===== config.mk =====
export PLATFORM = sky130hd
export DESIGN_NAME = duart_regs
export DESIGN_NICKNAME = d
export VERILOG_FILES = /design/src/rtl/duart_pkg.sv /design/src/rtl/duart_ctrl.sv /design/src/rtl/duart_pinmux.sv /design/src/rtl/duart_bank.sv /design/src/rtl/duart_regs.sv
export SDC_FILE = /design/constraint.sdc
export NUM_CORES = 1
export LEC_CHECK = 0
export BUFFER_PORTS_ARGS = -buffer_cell sky130_fd_sc_hd__buf_2
export CORE_MARGIN = 3
export CORE_UTILIZATION = 49
export DETAILED_ROUTE_END_ITERATION = 8
export HOLD_SLACK_MARGIN = 0.12
export PLACE_DENSITY_LB_ADDON = 0.25
export SETUP_SLACK_MARGIN = 0.05
export SLEW_MARGIN = 20
export SYNTH_ARGS = -nofsm -noshare
export SYNTH_HDL_FRONTEND = slang
export SYNTH_SLANG_ARGS = --single-unit

===== constraint.sdc =====
create_clock -name clk -period 3.6 [get_ports clk]
set_input_delay 0.9 -clock clk [delete_from_list [all_inputs] [get_ports clk]]
set_output_delay 0.9 -clock clk [all_outputs]
set_load 0.02 [all_outputs]

===== src/rtl/duart_pkg.sv =====
package duart_pkg;
  localparam int DATA_W = 8;
  localparam int ADDR_W = 3;
  localparam int CH_N   = 2;
  localparam int DIV_W  = 2 * DATA_W;

  typedef enum logic [3:0] {
    SEL_HOLD, SEL_IER, SEL_STAT_FCTL, SEL_LCR, SEL_MCR,
    SEL_LSR, SEL_MSR, SEL_SCR, SEL_DLL, SEL_DLM, SEL_AFR
  } regSel_e;

  typedef struct packed {
    logic [CH_N-1:0] wrEn;
    logic [CH_N-1:0] rdFire;
    logic [CH_N-1:0] rdSel;
    regSel_e         sel;
  } busStrobe_t;

  localparam logic [1:0] PIN_BAUD  = 2'b01;
  localparam logic [1:0] PIN_RXRDY = 2'b10;
  localparam int DLAB_BIT = 7;
  localparam int OP2_BIT  = 3;
endpackage


===== src/rtl/duart_ctrl.sv =====
module duart_ctrl
  import duart_pkg::*;
(
  input  logic              clk,
  input  logic              rst,
  input  logic              csN,
  input  logic              rdN,
  input  logic              wrN,
  input  logic [ADDR_W-1:0] addr,
  input  logic              chanSel,
  input  logic [CH_N-1:0]   dlab,
  output busStrobe_t        strobe
);
  logic rdAct, wrAct, rdPrev, wrPrev;
  logic chIdx;
  logic [CH_N-1:0] chOneHot;
  regSel_e selNext;

  assign rdAct = !csN && !rdN;
  assign wrAct = !csN && !wrN;
  assign chIdx = ~chanSel;
  assign chOneHot = CH_N'(1) << chIdx;

  always_ff @(posedge clk) begin
    if (rst) begin
      rdPrev <= 1'b0;
      wrPrev <= 1'b0;
    end else begin
      rdPrev <= rdAct;
      wrPrev <= wrAct;
    end
  end

  always_comb begin
    case (addr)
      3'd0:    selNext = dlab[chIdx] ? SEL_DLL : SEL_HOLD;
      3'd1:    selNext = dlab[chIdx] ? SEL_DLM : SEL_IER;
      3'd2:    selNext = dlab[chIdx] ? SEL_AFR : SEL_STAT_FCTL;
      3'd3:    selNext = SEL_LCR;
      3'd4:    selNext = SEL_MCR;
      3'd5:    selNext = SEL_LSR;
      3'd6:    selNext = SEL_MSR;
      default: selNext = SEL_SCR;
    endcase
  end

  always_comb begin
    strobe.sel    = selNext;
    strobe.wrEn   = (wrAct && !wrPrev) ? chOneHot : '0;
    strobe.rdFire = (rdAct && !rdPrev) ? chOneHot : '0;
    strobe.rdSel  = rdAct ? chOneHot : '0;
  end
endmodule


===== src/rtl/duart_pinmux.sv =====
module duart_pinmux
  import duart_pkg::*;
(
  input  logic [1:0] code,
  input  logic       op2En,
  input  logic       baudClk16,
  input  logic       rxRdyN,
  output logic       mfN
);
  always_comb begin
    case (code)
      PIN_BAUD:  mfN = baudClk16;
      PIN_RXRDY: mfN = rxRdyN;
      default:   mfN = ~op2En;
    endcase
  end
endmodule


===== src/rtl/duart_bank.sv =====
module duart_bank
  import duart_pkg::*;
(
  input  logic              clk,
  input  logic              rst,
  input  logic              wrEn,
  input  logic              rdFire,
  input  logic              rdSel,
  input  regSel_e           sel,
  input  logic [DATA_W-1:0] wrData,
  input  logic [DATA_W-1:0] rxByte,
  input  logic [DATA_W-1:0] intStat,
  input  logic [DATA_W-1:0] lineStat,
  input  logic [DATA_W-1:0] modemStat,
  input  logic              baudClk16,
  input  logic              rxRdyN,
  output logic [DATA_W-1:0] rdByte,
  output logic              txPush,
  output logic              fcrWr,
  output logic              rxPop,
  output logic [DATA_W-1:0] ierQ,
  output logic [DATA_W-1:0] lcrQ,
  output logic [DATA_W-1:0] mcrQ,
  output logic [DIV_W-1:0]  divQ,
  output logic              dtrN,
  output logic              rtsN,
  output logic              mfN
);
  logic [DATA_W-1:0] ier, lcr, mcr, scr, dll, dlm, afr;

  always_ff @(posedge clk) begin
    if (rst) begin
      ier <= '0; lcr <= '0; mcr <= '0; scr <= '0;
      dll <= '0; dlm <= '0; afr <= '0;
    end else if (wrEn) begin
      case (sel)
        SEL_IER: ier <= wrData;
        SEL_LCR: lcr <= wrData;
        SEL_MCR: mcr <= wrData;
        SEL_SCR: scr <= wrData;
        SEL_DLL: dll <= wrData;
        SEL_DLM: dlm <= wrData;
        SEL_AFR: afr <= wrData;
        default: ;
      endcase
    end
  end

  assign txPush = wrEn && (sel == SEL_HOLD);
  assign fcrWr  = wrEn && (sel == SEL_STAT_FCTL);
  assign rxPop  = rdFire && (sel == SEL_HOLD);

  always_comb begin
    rdByte = '0;
    if (rdSel) begin
      case (sel)
        SEL_HOLD:      rdByte = rxByte;
        SEL_IER:       rdByte = ier;
        SEL_STAT_FCTL: rdByte = intStat;
        SEL_LCR:       rdByte = lcr;
        SEL_MCR:       rdByte = mcr;
        SEL_LSR:       rdByte = lineStat;
        SEL_MSR:       rdByte = modemStat;
        SEL_SCR:       rdByte = scr;
        SEL_DLL:       rdByte = dll;
        SEL_DLM:       rdByte = dlm;
        SEL_AFR:       rdByte = afr;
        default:       rdByte = '0;
      endcase
    end
  end

  assign ierQ = ier;
  assign lcrQ = lcr;
  assign mcrQ = mcr;
  assign divQ = {dlm, dll};
  assign dtrN = ~mcr[0];
  assign rtsN = ~mcr[1];

  duart_pinmux u_mux (
    .code      (afr[2:1]),
    .op2En     (mcr[OP2_BIT]),
    .baudClk16 (baudClk16),
    .rxRdyN    (rxRdyN),
    .mfN       (mfN)
  );
endmodule


===== src/rtl/duart_regs.sv =====
module duart_regs
  import duart_pkg::*;
(
  input  logic                         clk,
  input  logic                         rst,
  input  logic                         busCsN,
  input  logic                         busRdN,
  input  logic                         busWrN,
  input  logic [ADDR_W-1:0]            busAddr,
  input  logic                         chanSel,
  input  logic [DATA_W-1:0]            wrData,
  output logic [DATA_W-1:0]            rdData,
  input  logic [CH_N-1:0][DATA_W-1:0]  rxData,
  input  logic [CH_N-1:0][DATA_W-1:0]  intStatus,
  input  logic [CH_N-1:0][DATA_W-1:0]  lineStatus,
  input  logic [CH_N-1:0][DATA_W-1:0]  modemStatus,
  input  logic [CH_N-1:0]              baudClk16,
  input  logic [CH_N-1:0]              rxRdyN,
  output logic [CH_N-1:0]              txPush,
  output logic [DATA_W-1:0]            txData,
  output logic [CH_N-1:0]              rxPop,
  output logic [CH_N-1:0]              fcrWr,
  output logic [CH_N-1:0][DATA_W-1:0]  ierOut,
  output logic [CH_N-1:0][DATA_W-1:0]  lcrOut,
  output logic [CH_N-1:0][DATA_W-1:0]  mcrOut,
  output logic [CH_N-1:0][DIV_W-1:0]   divisor,
  output logic [CH_N-1:0]              dtrN,
  output logic [CH_N-1:0]              rtsN,
  output logic [CH_N-1:0]              mfN
);
  busStrobe_t strobe;
  logic [CH_N-1:0] dlab;
  logic [CH_N-1:0][DATA_W-1:0] bankRd;

  duart_ctrl u_ctrl (
    .clk(clk), .rst(rst), .csN(busCsN), .rdN(busRdN), .wrN(busWrN),
    .addr(busAddr), .chanSel(chanSel), .dlab(dlab), .strobe(strobe)
  );

  for (genvar ch = 0; ch < CH_N; ch++) begin : g_bank
    duart_bank u_bank (
      .clk(clk), .rst(rst),
      .wrEn(strobe.wrEn[ch]), .rdFire(strobe.rdFire[ch]),
      .rdSel(strobe.rdSel[ch]), .sel(strobe.sel),
      .wrData(wrData), .rxByte(rxData[ch]), .intStat(intStatus[ch]),
      .lineStat(lineStatus[ch]), .modemStat(modemStatus[ch]),
      .baudClk16(baudClk16[ch]), .rxRdyN(rxRdyN[ch]),
      .rdByte(bankRd[ch]), .txPush(txPush[ch]), .fcrWr(fcrWr[ch]),
      .rxPop(rxPop[ch]), .ierQ(ierOut[ch]), .lcrQ(lcrOut[ch]),
      .mcrQ(mcrOut[ch]), .divQ(divisor[ch]),
      .dtrN(dtrN[ch]), .rtsN(rtsN[ch]), .mfN(mfN[ch])
    );
    assign dlab[ch] = lcrOut[ch][DLAB_BIT];
  end

  always_comb begin
    rdData = '0;
    for (int ch = 0; ch < CH_N; ch++) rdData |= bankRd[ch];
  end

  assign txData = wrData;
endmodule


; ---- Word-level counts from Yosys, hierarchy flattened
; Cells that the tools add are included.
[op_classes]
addsub = 0
multipliers = 0
div = 0
order_cmp = 1
eq_ne = 20
n_shift = 1
muxes = 15
bitwise_logic = 8
n_reduce_logical = 31
[ops]
columns = operator, count
row1 = $pmux W8 S11, 2
row2 = $pmux W4 S7, 1
row3 = $reduce_and A2 Y1, 14
row4 = $eq A4 B3 Y1 const B, 4
row5 = $mux W8, 2
row6 = $eq A4 B4 Y1 const B, 3
row7 = $mux W4, 3
row8 = $logic_and A1 B1 Y1, 10
row9 = $eq A3 B3 Y1 const B, 3
row10 = $eq A4 B2 Y1 const B, 2
row11 = $or A8 B8 Y8, 1
row12 = $not A1 Y1, 7
row13 = $eq A3 B2 Y1 const B, 2
row14 = $mux W2, 3
row15 = $logic_not A1 Y1, 5
row16 = $eq A2 B1 Y1 const B, 2
row17 = $eq A2 B2 Y1 const B, 2
row18 = $eq A4 B1 Y1 const B, 1
row19 = $logic_not A4 Y1, 1
row20 = $pmux W1 S2, 2
row21 = $eq A3 B1 Y1 const B, 1
row22 = $logic_not A3 Y1, 1
row23 = $lt A1 B2 Y1 const B, 1
row24 = $mux W1, 2
row25 = $shl A1 B1 Y2 const A, 1
[word_totals]
reg_bits = 114
latchBits = 0
mem_bits_rw = 0
romBits = 0
in_bits = 85
output_inout_bits = 108
mem_count = 0

; ---- Longest topological paths before layout
[logic_depth]
word_depth = 9
ltp_mapped = 8

; ---- Modules after synthesis
; A second synthesis with hierarchy kept.
[hier_totals]
hier_cells = 664
area_unflattened_um2 = 6222.2
[modules_own_cells]
columns = module, instances, cells_each, area_per_inst_um2
row1 = duart_bank, 2, 310, 2942.8
row2 = duart_ctrl, 1, 16, 121.4
row3 = duart_regs, 1, 16, 110.1
row4 = duart_pinmux, 2, 6, 52.6

; ---- Least setup slack after synthesis
; OpenSTA, ideal clock, no wires.
[synth_timing]
path_type = input-to-output
from = input port busAddr[2]
to = output port rdData[1]
arrival_time_ns = 2.451
required_time_ns = 2.700
slack_ns = 0.249
stages = 6
path_buffers = 1
cell_sequence = buf_4 > or3b_2 > nor2_4 > a221o_1 > a211oi_1 > a211oi_1
[synth_via]
elab_chain_len = 6
word_cells_on_any_way = 24
classes_between = eq/ne (16) / mux (5) / bitwise (1) / reduce/logical (2)
[synth_lines]
columns = element, line_no
row1 = "start, declared", duart_regs.sv:9  ; input logic [ADDR_W-1:0] busAddr,
row2 = $eq A3 B3 Y1 (tied with other cells), duart_ctrl.sv:35  ; case (addr)
row3 = $pmux W4 S7 (*), duart_ctrl.sv:35
row4 = $eq A4 B4 Y1 (tied with other cells), duart_bank.sv:56  ; case (sel)
row5 = $pmux W8 S11, duart_bank.sv:56
row6 = $mux W8, duart_bank.sv:55  ; if (rdSel) begin
row7 = $or A8 B8 Y8 (*), duart_regs.sv:58  ; for (int ch = 0; ch < CH_N; ch++) rdData |= bankRd[ch];
row8 = "end, declared", duart_regs.sv:12  ; output logic [DATA_W-1:0] rdData,
; Every way passes the cells marked *; elsewhere a longest branch is shown, timed or not.

; ---- Worst setup path after layout
[layout_timing]
from = input port busAddr[0]
to = output port rdData[0]
; The elaborated chain is that of the path after synthesis.

==> summary.md <==
| Metric | Value |
|---|---|
| Initial antenna violation count | 0 |
| # rows | 40 |
| Fin util | 68.50% |
| CP max FO | 7 |
| WP data required | 2.70 ns |
| Combinational power share | between 10% and 20% |
| Clock H-tree levels | 4 |
| DRT iter0 DRCs | 842 |
| # DRC | 0 |
| CTS tree | built |
| Routed WL | 26.50 mm |
| Max cap viols | 0 |
| Post-Syn Nets | 821 |
| Synth Warn # | 0 |
| Starting Density | 51.07% |
| IO Pins | between 150 and 200 |
| Antenna cell count | 0 |
| FF+latch count, synth | ~110 |
| Avg Inst Size Synth | 8.519 sq um |
| Vias in the first global route | 6481 |
| Synth Cell Area | 6236 sq um |
| Top FF cell, synth | dfxtp_1 |
| First-pass GRT wire length | 39.00 mm |
| Finish-stage setup viols | 0 |
| DR WL/cell | 23.64 um |
| Layout area overhead | 34.15% |
| CTS max path bufs | 2 |
| Crit. End Element | output pin |
| Power Internal | 2.664 mW |
| Vias per cell | 6.101 |
| Unique masters post-synth | 60 |
| Fin crit share | 98.44% |
| Worst Hold Class | reg -> reg |
| Post-synth EDFFs | 0 |
| DR pass1 iterations | 6 |
| Antenna Nets Post-Route | 0 |
| Total core area | 12210 sq um |
| Slew Viols, Final | 0 |
| Fmax | 282.2 MHz |
| Register area share after synthesis | 36.60% |
| Detailed placement HPWL | between 15 and 20 mm |
| Final setup TNS | 0 ns |
| Root buf cell | clkbuf_16 |
| Worst-skew pair later-pin latency | 0.42 ns |
| Crit start category | primary input |
| Power per cell area | 421.6 nW/um^2 |
| Fill cells | 1013 |
| Most frequent cells in the layout | 185 x buf_2, 114 x dfxtp_1, 88 x mux2i_1 |
| Peak VDD IR | 0.0003664 V |
| Post-Synthesis Cells | 732 |
| Die H | 118.8 um |
| Setup WS post-layout | 0.05632 ns |
| Routability congestion estimate | 0.9709 |
| Most common cell after layout, fill and taps aside | buf_2 |
| Share of post-route cells with drive strength above 1 | a little over a third |
| Slew HR | 43.85% |
| Net Sw Frac | between 20% and 30% |
| Post-synthesis async set-or-reset flop share | 0% |
| Arr. time, crit path | 2.64 ns |
| WS Path Type | in -> out |
| Seq pwr share | 36.1% |
| Place WS | -0.2556 ns |
| Clock slew at reported path FFs | approximately 0.050 ns |
| Hold Slack | 0.4670 ns |
| NumNets Final | 1030 |
| Status | finished, final reports clean |
| CTS Sinks | roughly 110 |
| Clock share of power | 52.4% |
| Lkg Pwr | 3.750 nW |
| Final hold viol count | 0 |
| Num CTS Buffers | 17 |
| Placed Instance Area | 7511 sq um |
| Clock skew | about 0.009 ns |
| Vias | just under 7000 |
| Post-Layout Inst Area | 8366 sq um |
| Gr usage total | 36.38% |
| Largest net degree at the start of global routing | 115 |
| Width of the die | 118.8 um |
| GRT overflow | 0 |
| IO Port Bufs | 192 |
| RSZ-0062 raised after global routing | true |
| Die area | 14120 sq um |
| Worst slew pin tran | 0.8423 ns |
| Switching power | 0.8630 mW |
| Fin crit period | 3.544 ns |
[final timing paths]
kind	from	cells past startpoint	slack (ns)	to
worst min-delay path	g_bank[0].u_bank.ierQ[7]$_SDFFE_PP0P_	2	0.47	g_bank[0].u_bank.ierQ[7]$_SDFFE_PP0P_
worst max-delay path	busAddr[0]	9	0.06	rdData[0]
worst max register to register	g_bank[0].u_bank.lcrQ[7]$_SDFFE_PP0P_	8	1.60	g_bank[1].u_bank.ierQ[7]$_SDFFE_PP0P_
worst min register to register	g_bank[0].u_bank.ierQ[7]$_SDFFE_PP0P_	2	0.47	g_bank[0].u_bank.ierQ[7]$_SDFFE_PP0P_
[worst max-delay path, stage by stage]
cell and delay (ns):
clkbuf_4 0.15, buf_12 0.14, or3_1 0.39, buf_4 0.19, nor2_1 0.25, a22oi_1 0.16
nand3_1 0.13, o31a_1 0.15, buf_2 0.17
[timing repair]
action,CTS,global route
setup endpoints to repair,7,8
gates cloned,0,1
hold buffers,0,0
setup buffers,0,7
resized for setup,14,20
pin swaps,2,7
[synthesized netlist by cell type (2+ instances only)]
library cell  instances  area (sq um)
dfxtp_1             114          2282
inv_1                12         45.04
ha_1                  4         50.05
o2bb2ai_1             6         52.55
nor2_1               77         289.0
mux4_2                3         67.56
a2111oi_0             3         26.28
buf_4                28         210.2
nor2b_1               6         37.54
nand3_2               2         20.02
nand2_1              79         296.5
buf_6                 8         90.09
nand3_1              63         315.3
clkbuf_1             26         97.59
and3_1                2         12.51
and2_1                3         18.77
nor2_2                3         18.77
nor3_4                2         32.53
nor3b_4               2         37.54
mux2i_1              89         890.9
buf_2                16         80.08
a21oi_1              67         335.3
a22o_1                9         78.83
o221ai_1              3         26.28
mux2_2                6         67.56
nand3_4               2         35.03
nor3_1                9         45.04
or3b_2                2         17.52
a211oi_1              6         45.04
a22oi_1              18         135.1
a31oi_1               4         25.02
a221oi_1              9         78.83
o21ai_0              15         75.07
nand4_1               7         43.79
a32oi_1               2         17.52
[cells by family (layout without fill, tap and decap cells)]
family,count (synthesis),count (layout),synth area share [%]
DFF,114,114,36.60
adders and majority gates,4,4,0.8026
and+or+nand+nor,269,269,21.25
buffers and inverters,92,313,8.527
muxes,100,100,17.05
AOI/OAI and AO/OA,153,153,15.77
[metrics by stage]
| step | power [mW] | instances |
|---|---|---|
| after CTS | 3.515 | 1114 |
| after global routing | 3.616 | 1121 |
| after detailed placement | 1.674 | 1083 |
| after global placement | 1.673 | 1083 |
| after floorplan | 1.499 | 732 |
| final | 3.527 | 1121 |
[power by group through the flow]
| stage | clock network (mW) | logic, mW | registers (mW) |
|---|---|---|---|
| after floorplan | 0 | 0.197 | 1.30 |
| after global placement | 0 | 0.373 | 1.30 |
| after detailed placement | 0 | 0.373 | 1.30 |
| after CTS | 1.86 | 0.383 | 1.27 |
| after global routing | 1.92 | 0.421 | 1.27 |
| final | 1.85 | 0.405 | 1.27 |
[routing by layer]
layer | track usage (%) | vias up | wire (um)
met4 | 17.60 | 0 | 1287
met1 | 47.19 | 3241 | 10540
met5 | 0 | - | 0
li1 | - | 3032 | -
met3 | 7.312 | 86 | 2500
met2 | 57.94 | 480 | 12180
[sequential cells by signal (all words and copies together) (netlist names)]
signal and cells:
u_ctrl.wrPrev 1, g_bank.u_bank.lcrQ 16, g_bank.u_bank.afr 16, g_bank.u_bank.scr 16, g_bank.u_bank.ierQ 16, g_bank.u_bank.dlm 16
g_bank.u_bank.dll 16, u_ctrl.rdPrev 1, g_bank.u_bank.mcrQ 16
[cell type report]
type | count | area (sq um) | share of cell area, %
Timing Repair Buffer | 270 | 1654 | 19.77
Sequential cell | 114 | 2282 | 27.28
Clock inverter | 9 | 151.4 | 1.810
Tap cell | 168 | 210.2 | 2.513
Inverter | 12 | 45.04 | 0.5384
Clock buffer | 22 | 494.2 | 5.908
Multi-Input combinational cell | 526 | 3528 | 42.18
Power figures use the tool's default switching activity.
